### config.mk
export PLATFORM = sky130hd
export DESIGN_NAME = acq_sequencer
export DESIGN_NICKNAME = d
export VERILOG_FILES = /design/src/rtl/acq_pkg.sv /design/src/rtl/acq_regfile.sv /design/src/rtl/acq_chan_ctr.sv /design/src/rtl/acq_master_fsm.sv /design/src/rtl/acq_sequencer.sv
export SDC_FILE = /design/constraint.sdc
export NUM_CORES = 1
export LEC_CHECK = 0
export BUFFER_PORTS_ARGS = -buffer_cell sky130_fd_sc_hd__buf_2
export CAP_MARGIN = 20
export CORE_ASPECT_RATIO = 1.2
export CORE_MARGIN = 10
export CORE_UTILIZATION = 45
export CTS_CLUSTER_DIAMETER = 150
export DETAILED_ROUTE_END_ITERATION = 6
export GPL_ROUTABILITY_DRIVEN = 0
export HOLD_SLACK_MARGIN = 0.12
export PLACE_DENSITY = 0.77
export SLEW_MARGIN = 0
export SYNTH_ARGS = -nofsm -noshare
export SYNTH_HDL_FRONTEND = slang
export SYNTH_SLANG_ARGS = --single-unit
### constraint.sdc
create_clock -name clk -period 2.39 [get_ports clk]
set_input_delay 0.5975 -clock clk [delete_from_list [all_inputs] [get_ports clk]]
set_output_delay 0.5975 -clock clk [all_outputs]
set_load 0.01 [all_outputs]
### src/rtl/acq_pkg.sv
package acq_pkg;
  typedef enum logic [1:0] {
    ST_IDLE  = 2'd0,
    ST_SETUP = 2'd1,
    ST_TRIG  = 2'd2,
    ST_READ  = 2'd3
  } seq_state_t;

  localparam int REG_CTRL    = 0;
  localparam int REG_AOUT1   = 1;
  localparam int REG_AOUT2   = 2;
  localparam int REG_SCRATCH = 3;
  localparam int NUM_REGS    = 4;
endpackage

### src/rtl/acq_regfile.sv
module acq_regfile #(
  parameter int DATA_W = 32,
  parameter int SW_W   = 8,
  parameter int ADDR_W = 4
) (
  input  logic              clk,
  input  logic              rst_n,
  input  logic              wr_en,
  input  logic [ADDR_W-1:0] addr,
  input  logic [DATA_W-1:0] wdata,
  input  logic [SW_W-1:0]   debug_sw,
  output logic [DATA_W-1:0] rdata,
  output logic              run,
  output logic [DATA_W-1:0] aout1,
  output logic [DATA_W-1:0] aout2
);
  import acq_pkg::*;

  localparam int SEL_W   = $clog2(NUM_REGS);
  localparam int RUN_BIT = SW_W;
  localparam int RSV_W   = DATA_W - SW_W - 1;

  logic [SEL_W-1:0]  sel;
  logic [DATA_W-1:0] word_q [NUM_REGS];
  logic              run_q;
  logic              run_en;
  logic [1:0]        unused_lo;

  assign sel       = addr[2 +: SEL_W];
  assign unused_lo = addr[1:0];

  assign run_en = wr_en && (sel == SEL_W'(REG_CTRL));

  always_ff @(posedge clk or negedge rst_n) begin
    if (!rst_n)      run_q <= 1'b0;
    else if (run_en) run_q <= wdata[RUN_BIT];
  end

  assign word_q[REG_CTRL] = {{RSV_W{1'b0}}, run_q, debug_sw};

  for (genvar g = 1; g < NUM_REGS; g++) begin : g_word
    logic              we;
    logic [DATA_W-1:0] q;
    assign we = wr_en && (sel == SEL_W'(g));
    always_ff @(posedge clk or negedge rst_n) begin
      if (!rst_n)  q <= '0;
      else if (we) q <= wdata;
    end
    assign word_q[g] = q;
  end

  assign rdata = word_q[sel];
  assign run   = run_q;
  assign aout1 = word_q[REG_AOUT1];
  assign aout2 = word_q[REG_AOUT2];

  AST_AOUT1_TAKES_WRITE: assert property (@(posedge clk) disable iff (!rst_n)
    (wr_en && sel == SEL_W'(REG_AOUT1)) |=> (aout1 == $past(wdata)));

  AST_CTRL_WRITE_KEEPS_WORDS: assert property (@(posedge clk) disable iff (!rst_n)
    (wr_en && sel == SEL_W'(REG_CTRL)) |=> ($stable(aout1) && $stable(aout2)));

  AST_RUN_ONLY_BY_WRITE: assert property (@(posedge clk) disable iff (!rst_n)
    !(wr_en && sel == SEL_W'(REG_CTRL)) |=> $stable(run));
endmodule

### src/rtl/acq_chan_ctr.sv
module acq_chan_ctr #(
  parameter int MAX_CH = 8,
  parameter int CH_W   = $clog2(MAX_CH),
  parameter int CNT_W  = CH_W + 1
) (
  input  logic             clk,
  input  logic             rst_n,
  input  logic             load,
  input  logic [CNT_W-1:0] cnt_in,
  input  logic             step,
  output logic [CH_W-1:0]  idx,
  output logic             last
);
  logic [CNT_W-1:0] cnt_q, cnt_clamped;
  logic [CH_W-1:0]  idx_q, idx_d;

  always_comb begin
    if (cnt_in == '0)                   cnt_clamped = CNT_W'(1);
    else if (cnt_in > CNT_W'(MAX_CH))   cnt_clamped = CNT_W'(MAX_CH);
    else                                cnt_clamped = cnt_in;
  end

  always_comb begin
    idx_d = idx_q;
    if (load)      idx_d = '0;
    else if (step) idx_d = idx_q + 1'b1;
  end

  always_ff @(posedge clk or negedge rst_n) begin
    if (!rst_n)    cnt_q <= CNT_W'(1);
    else if (load) cnt_q <= cnt_clamped;
  end

  always_ff @(posedge clk or negedge rst_n) begin
    if (!rst_n)            idx_q <= '0;
    else if (load || step) idx_q <= idx_d;
  end

  assign idx  = idx_q;
  assign last = ({1'b0, idx_q} == (cnt_q - 1'b1));

  AST_IDX_IN_RANGE: assert property (@(posedge clk) disable iff (!rst_n)
    ({1'b0, idx_q} < cnt_q));

  AST_COUNT_BOUNDED: assert property (@(posedge clk) disable iff (!rst_n)
    (cnt_q != '0) && (cnt_q <= CNT_W'(MAX_CH)));
endmodule

### src/rtl/acq_master_fsm.sv
module acq_master_fsm #(
  parameter int          DATA_W    = 32,
  parameter int          SMP_W     = 16,
  parameter int          CH_W      = 3,
  parameter logic [31:0] CARD_BASE = 32'h2000_0000,
  parameter logic [31:0] BCR_OFS   = 32'h0000_0000,
  parameter logic [31:0] RDBUF_OFS = 32'h0000_0040,
  parameter logic [31:0] TRIG_WORD = 32'h0000_0001
) (
  input  logic              clk,
  input  logic              rst_n,
  input  logic              run,
  input  logic              mst_ack,
  input  logic [DATA_W-1:0] mst_rdata,
  input  logic [CH_W-1:0]   idx,
  input  logic              last,
  output logic              mst_req,
  output logic              mst_wr,
  output logic [DATA_W-1:0] mst_addr,
  output logic [DATA_W-1:0] mst_wdata,
  output logic              cnt_load,
  output logic              cnt_step,
  output logic              smp_valid,
  output logic [CH_W-1:0]   smp_chan,
  output logic [SMP_W-1:0]  smp_data
);
  import acq_pkg::*;

  seq_state_t        state_q, state_d;
  logic [DATA_W-1:0] bcr_addr_q, buf_addr_q;
  logic              addr_en;
  logic              rd_done;
  logic              smp_valid_q;
  logic [CH_W-1:0]   smp_chan_q;
  logic [SMP_W-1:0]  smp_data_q;
  logic [DATA_W-SMP_W-1:0] unused_hi;

  assign unused_hi = mst_rdata[DATA_W-1:SMP_W];

  always_comb begin
    state_d = state_q;
    unique case (state_q)
      ST_IDLE:  if (run) state_d = ST_SETUP;
      ST_SETUP: state_d = ST_TRIG;
      ST_TRIG:  if (mst_ack) state_d = ST_READ;
      ST_READ:  if (mst_ack && last) state_d = run ? ST_TRIG : ST_IDLE;
      default:  state_d = ST_IDLE;
    endcase
  end

  always_ff @(posedge clk or negedge rst_n) begin
    if (!rst_n) state_q <= ST_IDLE;
    else        state_q <= state_d;
  end

  assign addr_en = (state_q == ST_SETUP);

  always_ff @(posedge clk or negedge rst_n) begin
    if (!rst_n) begin
      bcr_addr_q <= '0;
      buf_addr_q <= '0;
    end else if (addr_en) begin
      bcr_addr_q <= DATA_W'(CARD_BASE + BCR_OFS);
      buf_addr_q <= DATA_W'(CARD_BASE + RDBUF_OFS);
    end
  end

  assign mst_req   = (state_q == ST_TRIG) || (state_q == ST_READ);
  assign mst_wr    = (state_q == ST_TRIG);
  assign mst_addr  = mst_wr ? bcr_addr_q : buf_addr_q;
  assign mst_wdata = mst_wr ? DATA_W'(TRIG_WORD) : '0;

  assign rd_done  = (state_q == ST_READ) && mst_ack;
  assign cnt_load = (state_q == ST_TRIG) && mst_ack;
  assign cnt_step = rd_done && !last;

  always_ff @(posedge clk or negedge rst_n) begin
    if (!rst_n) smp_valid_q <= 1'b0;
    else        smp_valid_q <= rd_done;
  end

  always_ff @(posedge clk or negedge rst_n) begin
    if (!rst_n) begin
      smp_chan_q <= '0;
      smp_data_q <= '0;
    end else if (rd_done) begin
      smp_chan_q <= idx;
      smp_data_q <= mst_rdata[SMP_W-1:0];
    end
  end

  assign smp_valid = smp_valid_q;
  assign smp_chan  = smp_chan_q;
  assign smp_data  = smp_data_q;

  AST_IDLE_QUIET: assert property (@(posedge clk) disable iff (!rst_n)
    (state_q == ST_IDLE) |-> !mst_req);

  AST_REQ_HOLD: assert property (@(posedge clk) disable iff (!rst_n)
    (mst_req && !mst_ack) |=> (mst_req && $stable(mst_addr) && $stable(mst_wr)));

  AST_SAMPLE_FOLLOWS_ACK: assert property (@(posedge clk) disable iff (!rst_n)
    rd_done |=> smp_valid);

  AST_NO_SAMPLE_WITHOUT_READ: assert property (@(posedge clk) disable iff (!rst_n)
    !rd_done |=> !smp_valid);

  AST_SWEEP_CONTINUES: assert property (@(posedge clk) disable iff (!rst_n)
    (state_q == ST_READ && !(mst_ack && last)) |=> (state_q == ST_READ));

  AST_RETRIGGER_ON_RUN: assert property (@(posedge clk) disable iff (!rst_n)
    (rd_done && last && run) |=> (state_q == ST_TRIG));
endmodule

### src/rtl/acq_sequencer.sv
module acq_sequencer #(
  parameter int          DATA_W    = 32,
  parameter int          SW_W      = 8,
  parameter int          ADDR_W    = 4,
  parameter int          MAX_CH    = 8,
  parameter int          SMP_W     = 16,
  parameter logic [31:0] CARD_BASE = 32'h2000_0000,
  parameter logic [31:0] BCR_OFS   = 32'h0000_0000,
  parameter logic [31:0] RDBUF_OFS = 32'h0000_0040,
  parameter logic [31:0] TRIG_WORD = 32'h0000_0001
) (
  input  logic                      clk,
  input  logic                      rst_n,
  input  logic                      slv_wr,
  input  logic [ADDR_W-1:0]         slv_addr,
  input  logic [DATA_W-1:0]         slv_wdata,
  output logic [DATA_W-1:0]         slv_rdata,
  input  logic [SW_W-1:0]           debug_sw,
  input  logic [$clog2(MAX_CH):0]   chan_count,
  output logic                      mst_req,
  output logic                      mst_wr,
  output logic [DATA_W-1:0]         mst_addr,
  output logic [DATA_W-1:0]         mst_wdata,
  input  logic                      mst_ack,
  input  logic [DATA_W-1:0]         mst_rdata,
  output logic [DATA_W-1:0]         aout_ch1,
  output logic [DATA_W-1:0]         aout_ch2,
  output logic                      smp_valid,
  output logic [$clog2(MAX_CH)-1:0] smp_chan,
  output logic [SMP_W-1:0]          smp_data
);
  localparam int CH_W  = $clog2(MAX_CH);
  localparam int CNT_W = CH_W + 1;

  logic            run;
  logic            cnt_load, cnt_step, last;
  logic [CH_W-1:0] idx;

  acq_regfile #(.DATA_W(DATA_W), .SW_W(SW_W), .ADDR_W(ADDR_W)) u_regs (
    .clk(clk), .rst_n(rst_n), .wr_en(slv_wr), .addr(slv_addr),
    .wdata(slv_wdata), .debug_sw(debug_sw), .rdata(slv_rdata),
    .run(run), .aout1(aout_ch1), .aout2(aout_ch2)
  );

  acq_chan_ctr #(.MAX_CH(MAX_CH), .CH_W(CH_W), .CNT_W(CNT_W)) u_ctr (
    .clk(clk), .rst_n(rst_n), .load(cnt_load), .cnt_in(chan_count),
    .step(cnt_step), .idx(idx), .last(last)
  );

  acq_master_fsm #(
    .DATA_W(DATA_W), .SMP_W(SMP_W), .CH_W(CH_W), .CARD_BASE(CARD_BASE),
    .BCR_OFS(BCR_OFS), .RDBUF_OFS(RDBUF_OFS), .TRIG_WORD(TRIG_WORD)
  ) u_fsm (
    .clk(clk), .rst_n(rst_n), .run(run), .mst_ack(mst_ack),
    .mst_rdata(mst_rdata), .idx(idx), .last(last), .mst_req(mst_req),
    .mst_wr(mst_wr), .mst_addr(mst_addr), .mst_wdata(mst_wdata),
    .cnt_load(cnt_load), .cnt_step(cnt_step), .smp_valid(smp_valid),
    .smp_chan(smp_chan), .smp_data(smp_data)
  );

  AST_ACK_NEEDS_REQ: assert property (@(posedge clk) disable iff (!rst_n)
    mst_ack |-> mst_req);

  AST_STOPPED_STAYS_QUIET: assert property (@(posedge clk) disable iff (!rst_n)
    (!mst_req && !run) |=> !mst_req);
endmodule

# Word level (Yosys, flattened, before mapping)
# Cells that the tools add are included.
# Widths: inputs -> output; s select.
[totals] regBits=128 in_bits=84 out_inout_bits=182
[op_classes] addsub=2 order_cmp=2 n_eq_ne=10 muxes=14 bitwise_logic=1 reduce_logical=17
[op_table] operator="$bmux 32 s2" count=1
[op_table] operator="$mux 32" count=2
[op_table] operator="$mux 30" count=1
[op_table] operator="$eq 2x2->1 const B" count=4
[op_table] operator="$logic_and 1x1->1" count=8
[op_table] operator="$mux 2" count=4
[op_table] operator="$mux 4" count=2
[op_table] operator="$pmux 2 s4" count=1
[op_table] operator="$mux 3" count=2
[op_table] operator="$eq 2x1->1 const B" count=2
[op_table] operator="$eq 3x4->1" count=1
[op_table] operator="$gt 4x4->1 const B" count=1
[op_table] operator="$logic_not 2->1" count=2
[op_table] operator="$logic_not 4->1" count=1
[op_table] operator="$ne 2x2->1 const B" count=2
[op_table] operator="$sub 4x1->4 const B" count=1
[op_table] operator="$add 3x1->3 const B" count=1
[op_table] operator="$ge 3x3->1 const B" count=1
[op_table] operator="$not 2->3" count=1
[op_table] operator="$reduce_and 3->1" count=1
[op_table] operator="$logic_or 1x1->1" count=2
[op_table] operator="$ne 2x1->1 const B" count=1
[op_table] operator="$reduce_and 2->1" count=1
[op_table] operator="$reduce_bool 2->1" count=1
[op_table] operator="other kinds (2)" count=2

# Logic depth before layout (Yosys ltp)
# Gate-level depths: netlist (run 1).
[depth] word_depth=6 ltp_mapped=6 depth_no_buf=6

# Modules after synthesis
# Synthesis (run 1) repeated with hierarchy kept, for this count alone.
[hier_totals] hier_cells=433 area_unflattened_um2=6372.4
[modules_own_cells] mod="acq_regfile" n_inst=1 cells_per_inst=273 area_per_inst_um2=4555.6
[modules_own_cells] mod="acq_master_fsm" n_inst=1 cells_per_inst=123 area_per_inst_um2=1438.9
[modules_own_cells] mod="acq_chan_ctr" n_inst=1 cells_per_inst=37 area_per_inst_um2=377.9

# Least setup slack after synthesis (run 1)
# No wires, ideal clock.
[synth_timing] path_type="input-to-output" startpoint="input slv_addr[3]" endpoint="output slv_rdata[12]" arrival_time_ns=1.693 slack_ns=0.099 stages=4 path_buffers=2 cell_sequence="buf_2 -> buf_1 -> mux2_2 -> a22o_1"
[synth_via] elab_chain_len=4
[synth_lines] item="start: declaration" line_no="acq_sequencer.sv:15" rtl="input logic [ADDR_W-1:0] slv_addr,"
[synth_lines] item="$not 2->3 (implied by the code)" line_no="acq_regfile.sv:52" rtl="assign rdata = word_q[sel];"
[synth_lines] item="$bmux 32 s2" line_no="acq_regfile.sv:52"
[synth_lines] item="$mux 32 (implied by the code) (2 in series)" line_no="acq_regfile.sv:52"
[synth_lines] item="end: declaration" line_no="acq_sequencer.sv:17" rtl="output logic [DATA_W-1:0] slv_rdata,"
# Every way passes these cells. The select of a mux whose other input is x is not followed.

# Worst setup path after layout (run 1)
# Ends and elaborated chain as after synthesis.

==> results of run 1 <==
[final timing paths]
check                                                      to
max in group asynchronous  u_regs.g_word[3].q[14]$_DFFE_PN0P_
min                                u_ctr.cnt_q[0]$_DFFE_PN1P_
max reg2reg                      u_fsm.state_q[0]$_DFFE_PN0P_
min reg2reg                     u_fsm.smp_chan[2]$_DFFE_PN0P_
min in group asynchronous   u_regs.g_word[3].q[6]$_DFFE_PN0P_
max                                             slv_rdata[12]
[cells in the mapped netlist, types with 2 or more instances]
cell type and number:
nand2_1 12, dfrtp_1 126, nand3_1 2, clkbuf_1 5, nand3b_1 2, o21ai_0 5, xor2_1 2, buf_1 3
buf_4 62, a22o_1 22, nand2b_1 2, mux2_2 139, nor2_1 2, o31ai_1 2, ha_1 2, nor2b_1 3
inv_1 8, buf_2 14, a21oi_1 3, mux2i_1 3, mux4_2 9
[power by group through the flow]
stage	clock network, mW	logic, mW	registers [mW]
2_1_floorplan	0	1.18	3.13
3_3_place_gp	0	2.04	3.00
3_5_place_dp	0	2.11	3.04
4_1_cts	2.73	2.12	3.01
5_1_grt	2.82	2.27	3.08
6_report	2.68	2.08	3.01
[critical path: stages]
cell and delay [ns]:
clkbuf_4 0.25, buf_12 0.18, mux2_2 0.34, a22o_1 0.18, buf_2 0.14
[sequential cells by signal (all words and copies together) (netlist names)]
signal / flops
u_regs.g_word.q: 32
u_fsm.smp_chan: 3
u_fsm.smp_valid: 1
u_ctr.cnt_q: 4
u_ctr.idx: 3
u_regs.aout2: 32
u_regs.aout1: 32
u_fsm.state_q: 2
u_regs.run: 1
u_fsm.buf_addr_q: 1
u_fsm.smp_data: 16
[cell usage in the layout (no fill, tap or decap), types with 3 or more instances in the layout]
cell type	netlist	routed
inv_1	8	8
inv_6	0	4
a22o_1	22	22
clkbuf_16	0	17
buf_4	62	14
o21ai_0	5	5
mux2_2	139	139
clkinv_4	0	4
a21oi_1	3	3
mux4_2	9	9
dfrtp_1	126	126
conb_1	1	61
bufinv_16	0	3
nand2_1	12	12
buf_2	14	184
buf_12	0	7
mux2i_1	3	3
[logic make-up (layout without fill, tap and decap cells)]
kind of cell | Yosys count | in the layout | synth area share
AOI/OAI and AO/OA | 38 | 38 | 0.0493
and+or+nand+nor | 27 | 27 | 0.0233
xor gates and xnor gates | 3 | 3 | 0.00433
buffers and inverters | 92 | 247 | 0.0981
other | 1 | 61 | 0.000618
adders and majority gates | 2 | 2 | 0.00412
DFF | 127 | 127 | 0.524
muxes | 151 | 151 | 0.296
[repair_timing]
| action | in CTS | in global routing |
|---|---|---|
| endpoints found under the setup margin | 0 | 19 |
| hold buffers | 1 | 0 |
| hold endpoints to repair | 10 | 0 |
| gates resized for setup | 0 | 1 |
[routing by layer]
metal  vias to the layer above  part of all wire  track usage
met2                       177              0.52        0.290
met3                        16              0.11       0.0907
met4                         2            0.0093       0.0479
met5                         -           0.00082            0
li1                       1856                 -            -
met1                      2078              0.36        0.172
[cell type report]
type | count | area [um2] | share of cell area
clock inverter | 14 | 180 | 0.0233
clock buffer | 18 | 439 | 0.0567
tap | 168 | 210 | 0.0271
sequential | 127 | 3180 | 0.410
timing repair buffer | 207 | 1180 | 0.153
multi-input combinational | 282 | 2530 | 0.326
inverter | 8 | 30.0 | 0.00388
[stage by stage]
stage,util,hold slack (ns)
after global routing,0.585,0.369
after detailed placement,0.538,0.481
after global placement,0.538,0.467
after floorplan,-,0.302
after CTS,0.585,0.345
final,0.585,0.370
==> key figures, run 1 <==
Status
  • Status: finished, final reports clean

Power and ir drop
  • P per Cell Area: 1000 nW/um2
  • Leakage: 3.80 nW
  • Share of total power in the clock network: 0.345
  • Logic pwr share: 0.267
  • Switching share of power: 0.303
  • Max IR drop VDD: 689 uV
  • Internal cell power: 5.41 mW
  • Psw: 2.36 mW
  • Sequential Power Share: 0.388
  • Tot Pwr: 7.77 mW

Synthesis
  • Post-synth top area share: 0.520
  • Async SR Flop Fraction: 1.00
  • Syn Area/Cell: 13.8 um2
  • Post-Syn Area: 6070 um2
  • Synth unique cells: 34
  • Dominant synthesized flop cell: dfrtp_1
  • Sequential share of the synthesized area: 0.524
  • EDFF count, synth: 0
  • Top cells by area, synth: dfrtp_1 (52%), mux2_2 (26%), buf_4 (7.7%)
  • Synth area leader: dfrtp_1
  • Post-synthesis register bit count: 127
  • YS warnings: 0
  • Syn Inst Count: 441

Critical path
  • CP Capture Type: output pin
  • Reg-to-Reg Start: u_ctr.cnt_q[0]$_DFFE_PN1P_
  • R2R depth: 6
  • R2R Setup Slk: 0.39 ns
  • Required @ worst endpoint: 1.79 ns
  • Worst-path maximum fanout: 14
  • Worst setup startpoint: slv_addr[3]
  • Worst path arrival time: 1.70 ns
  • CP startpoint kind: input pin
  • Crit Path Class: in2out

STA
  • RSZ-0062 raised after global routing: no
  • Final min period: 2.30 ns
  • Final setup violation count: 0
  • Fmax achieved: 0.436 GHz
  • PnR worst setup slack: 0.0938 ns
  • Clock skew: 0.00438 ns
  • Crit share post-route: 0.961
  • Final Hold Vio Count: 0
  • Setup_tns: 0 ns
  • Max Slew Vio Count: 0

Global route
  • Global-route wire length before repair: 25000 um
  • Vias in the first global route: 4584
  • Largest net degree at the start of global routing: 67
  • Antenna violations before repair: 1
  • Gr ovfl total: 0
  • Total GRT Usage: 0.168

Detailed routing
  • Drt initial violations: 191
  • Post-DR vias/cell: 5.01
  • Routed Wire Length: 15800 um
  • Number of vias in the routed layout: 4129
  • Antenna viol nets, final: 0
  • Residual DRC count: 0
  • DR WL/cell: 19.2 um
  • First-pass detailed-route iteration total: 4

Placement
  • Post-DP HPWL: 12000 um
  • Placed Cells: 791
  • Port-buffer cells: 186
  • Dpl cell area: 7120 um2
  • Pre-CTS WS: 0.00921 ns

Floorplanning
  • Num rows: 46
  • Die H: 147 um
  • Die ar.: 18500 um2
  • Die Span X: 126 um
  • Initial Utilization: 0.458
  • I/O pins: 266
  • Core area: 13200 um2

Final layout
  • Fraction of layout cells with a size suffix above 1: 0.596
  • # diodes: 0
  • Non-Filler Cell Area, Final: 7750 um2
  • Non-filler cells, final: 824
  • FILL cells: 1075
  • Layout net count: 729
  • Area growth from synthesis to layout: 27.7%

Clock network
  • Insertion delay to the later sink of the worst-skew pair: 0.41 ns
  • Reg clk slew, reported paths: 0.06 ns
  • Number of buffers created by CTS: 17
  • H-tree depth: 4
  • Longest Clk Path Bufs: 2
  • Clock sink count: 127
  • Setup bufs post-CTS: 0
  • Root Buffer: clkbuf_16
  • TritonCTS clock tree: done

Flow run
  • MaxCap Viol Count: 0

Hold path
  • Hold Crit Depth: 2
  • Hold path start: chan_count[3]
  • HP Class: in2reg
No activity file was read; power rests on OpenSTA's default activity.
==> inputs of run 2 (changes only) <==
CAP_MARGIN = 10   (was 20)
CORE_ASPECT_RATIO = 1.1   (was 1.2)
==> run 2 against run 1 <==
  * Die area hardly changed
  * Sequential share of layout area rose by 0.61 points
  * Flip-flop and latch count unchanged
  * Utilization shrank 0.74 points
  * Combinational power about the same
  * Setup slack better by 0.012 ns
  * Critical path depth stayed put
  * Critical path type unchanged
==> key figures, run 2 (synthesis gave the netlist of run 1 again) <==
Status
  • Status: finished, final reports clean

STA
  • Hold WS: 0.368 ns
  • RSZ-0062 raised after global routing: no
  • Clock skew: 0.00457 ns
  • Max Slew Vio Count: 0
  • Fmax achieved: 0.438 GHz
  • Final min period: 2.28 ns
  • Setup_tns: 0 ns
  • PnR worst setup slack: 0.106 ns
  • Final setup violation count: 0
  • Crit share post-route: 0.956
  • Final Hold Vio Count: 0

Global route
  • Vias in the first global route: 4529
  • Gr ovfl total: 0
  • Global-route wire length before repair: 24100 um
  • Antenna violations before repair: 1
  • Largest net degree at the start of global routing: 67
  • Total GRT Usage: 0.166

Floorplanning
  • Core area: 13200 um2
  • I/O pins: 266
  • Die Span X: 131 um
  • Initial Utilization: 0.459
  • Num rows: 44
  • Die ar.: 18500 um2
  • Die H: 142 um

Detailed routing
  • Number of vias in the routed layout: 4142
  • DR WL/cell: 19.3 um
  • Antenna viol nets, final: 0
  • Drt initial violations: 130
  • Routed Wire Length: 15600 um
  • Residual DRC count: 0
  • First-pass detailed-route iteration total: 4
  • Post-DR vias/cell: 5.12

Critical path
  • Crit Path Class: in2out
  • CP max-delay cell: mux2_2
  • Worst path arrival time: 1.69 ns
  • CP Capture Type: output pin
  • Worst-path maximum fanout: 18
  • CP startpoint kind: input pin
  • Crit path top cell by count: buf_2
  • Crit-path cells: buf_2 > buf_12 > mux2_2 > a22o_1 > buf_2
  • Required @ worst endpoint: 1.79 ns
  • Reg-to-Reg Start: u_ctr.cnt_q[0]$_DFFE_PN1P_
  • Worst setup startpoint: slv_addr[3]
  • Crit path largest cell delay: 0.35 ns

Placement
  • Port-buffer cells: 186
  • Placed Cells: 779
  • Post-DP HPWL: 11800 um
  • Pre-CTS WS: 0.109 ns

Flow run
  • MaxCap Viol Count: 0

Clock network
  • Cts repair resizes: 0
  • Longest Clk Path Bufs: 2
  • Number of buffers created by CTS: 17
  • Insertion delay to the later sink of the worst-skew pair: 0.41 ns
  • Root Buffer: clkbuf_16
  • TritonCTS clock tree: done
  • Reg clk slew, reported paths: 0.05 ns
  • Clock sink count: 127
  • H-tree depth: 4

Power and ir drop
  • P per Cell Area: 977 nW/um2
  • Leakage: 3.75 nW
  • Max IR drop VDD: 605 uV

Hold path
  • Hold path start: chan_count[3]
  • HP Class: in2reg

Final layout
  • Fraction of layout cells with a size suffix above 1: 0.586
  • FILL cells: 1087
  • # diodes: 0
  • Area growth from synthesis to layout: 25.8%
  • Non-filler cells, final: 809
  • Leading cell type in the layout, fill and taps excluded: buf_2
  • Layout net count: 724
  • Most frequent cells in the layout: buf_2 (185), mux2_2 (139), dfrtp_1 (126), conb_1 (61), a22o_1 (22)
## run 2: cell types whose count changed in the layout (fill, tap and decap cells not counted)
cell,previous run,this run
clkinv_2,1,5
buf_12,7,8
clkbuf_4,1,0
clkinv_4,4,0
clkinvlp_4,2,1
clkbuf_1,0,3
buf_2,184,185
inv_6,4,0
buf_4,14,8
bufinv_16,3,2
## run 2: stage by stage
| stage | utilization | area [um2] | total power [mW] |
|---|---|---|---|
| after global placement | 0.536 | 7080 | 5.02 |
| after detailed placement | 0.536 | 7080 | 5.12 |
| after global routing | 0.578 | 7640 | 7.90 |
| after CTS | 0.578 | 7640 | 7.56 |
| after floorplan | - | 6290 | 4.31 |
| final | 0.578 | 7640 | 7.46 |
## run 2: power by group
part           switching (mW)  internal [mW]  total (mW)
clock network           0.868           1.53        2.40
logic                   0.998           1.06        2.06
registers               0.340           2.66        3.00
## run 2: path summary, 6_finish.rpt
| kind | end | slack [ns] | cells after the start |
|---|---|---|---|
| worst max-delay path | slv_rdata[10] | 0.11 | 5 |
| worst min-delay path | u_ctr.cnt_q[0]$_DFFE_PN1P_ | 0.37 | 2 |
| worst max register to register | u_fsm.state_q[1]$_DFFE_PN0P_ | 0.43 | 6 |
| worst min register to register | u_fsm.smp_data[15]$_DFFE_PN0P_ | 0.49 | 1 |
| max in group asynchronous | u_regs.g_word[3].q[18]$_DFFE_PN0P_ | 1.07 | 3 |
| min in group asynchronous | u_regs.aout2[5]$_DFFE_PN0P_ | 0.64 | 2 |
## run 2: layout make-up
class,count,area (um2),share of cell area
multi-input combinational,282,2530,0.331
clock buffer,21,450,0.0590
tap,161,201,0.0264
clock inverter,8,92.6,0.0121
timing repair buffer,202,1160,0.151
inverter,8,30.0,0.00393
sequential,127,3180,0.416
## run 2: metal layers
| metal | part of all wire | vias up | track usage |
|---|---|---|---|
| li1 | - | 1852 | - |
| met1 | 0.37 | 2076 | 0.180 |
| met2 | 0.49 | 188 | 0.278 |
| met3 | 0.12 | 24 | 0.0764 |
| met4 | 0.017 | 2 | 0.0621 |
| met5 | 0.0010 | - | 0 |
## run 2: critical path, delay by kind of cell
family / cells / cell delay (ns)
compound gates: 1 / 0.19
buf+inv: 3 / 0.54
mux: 1 / 0.35
## run 2: repair_timing
action | CTS | global route
hold endpoints to repair | 21 | 0
setup buffers | 0 | 0
hold buffers | 1 | 0
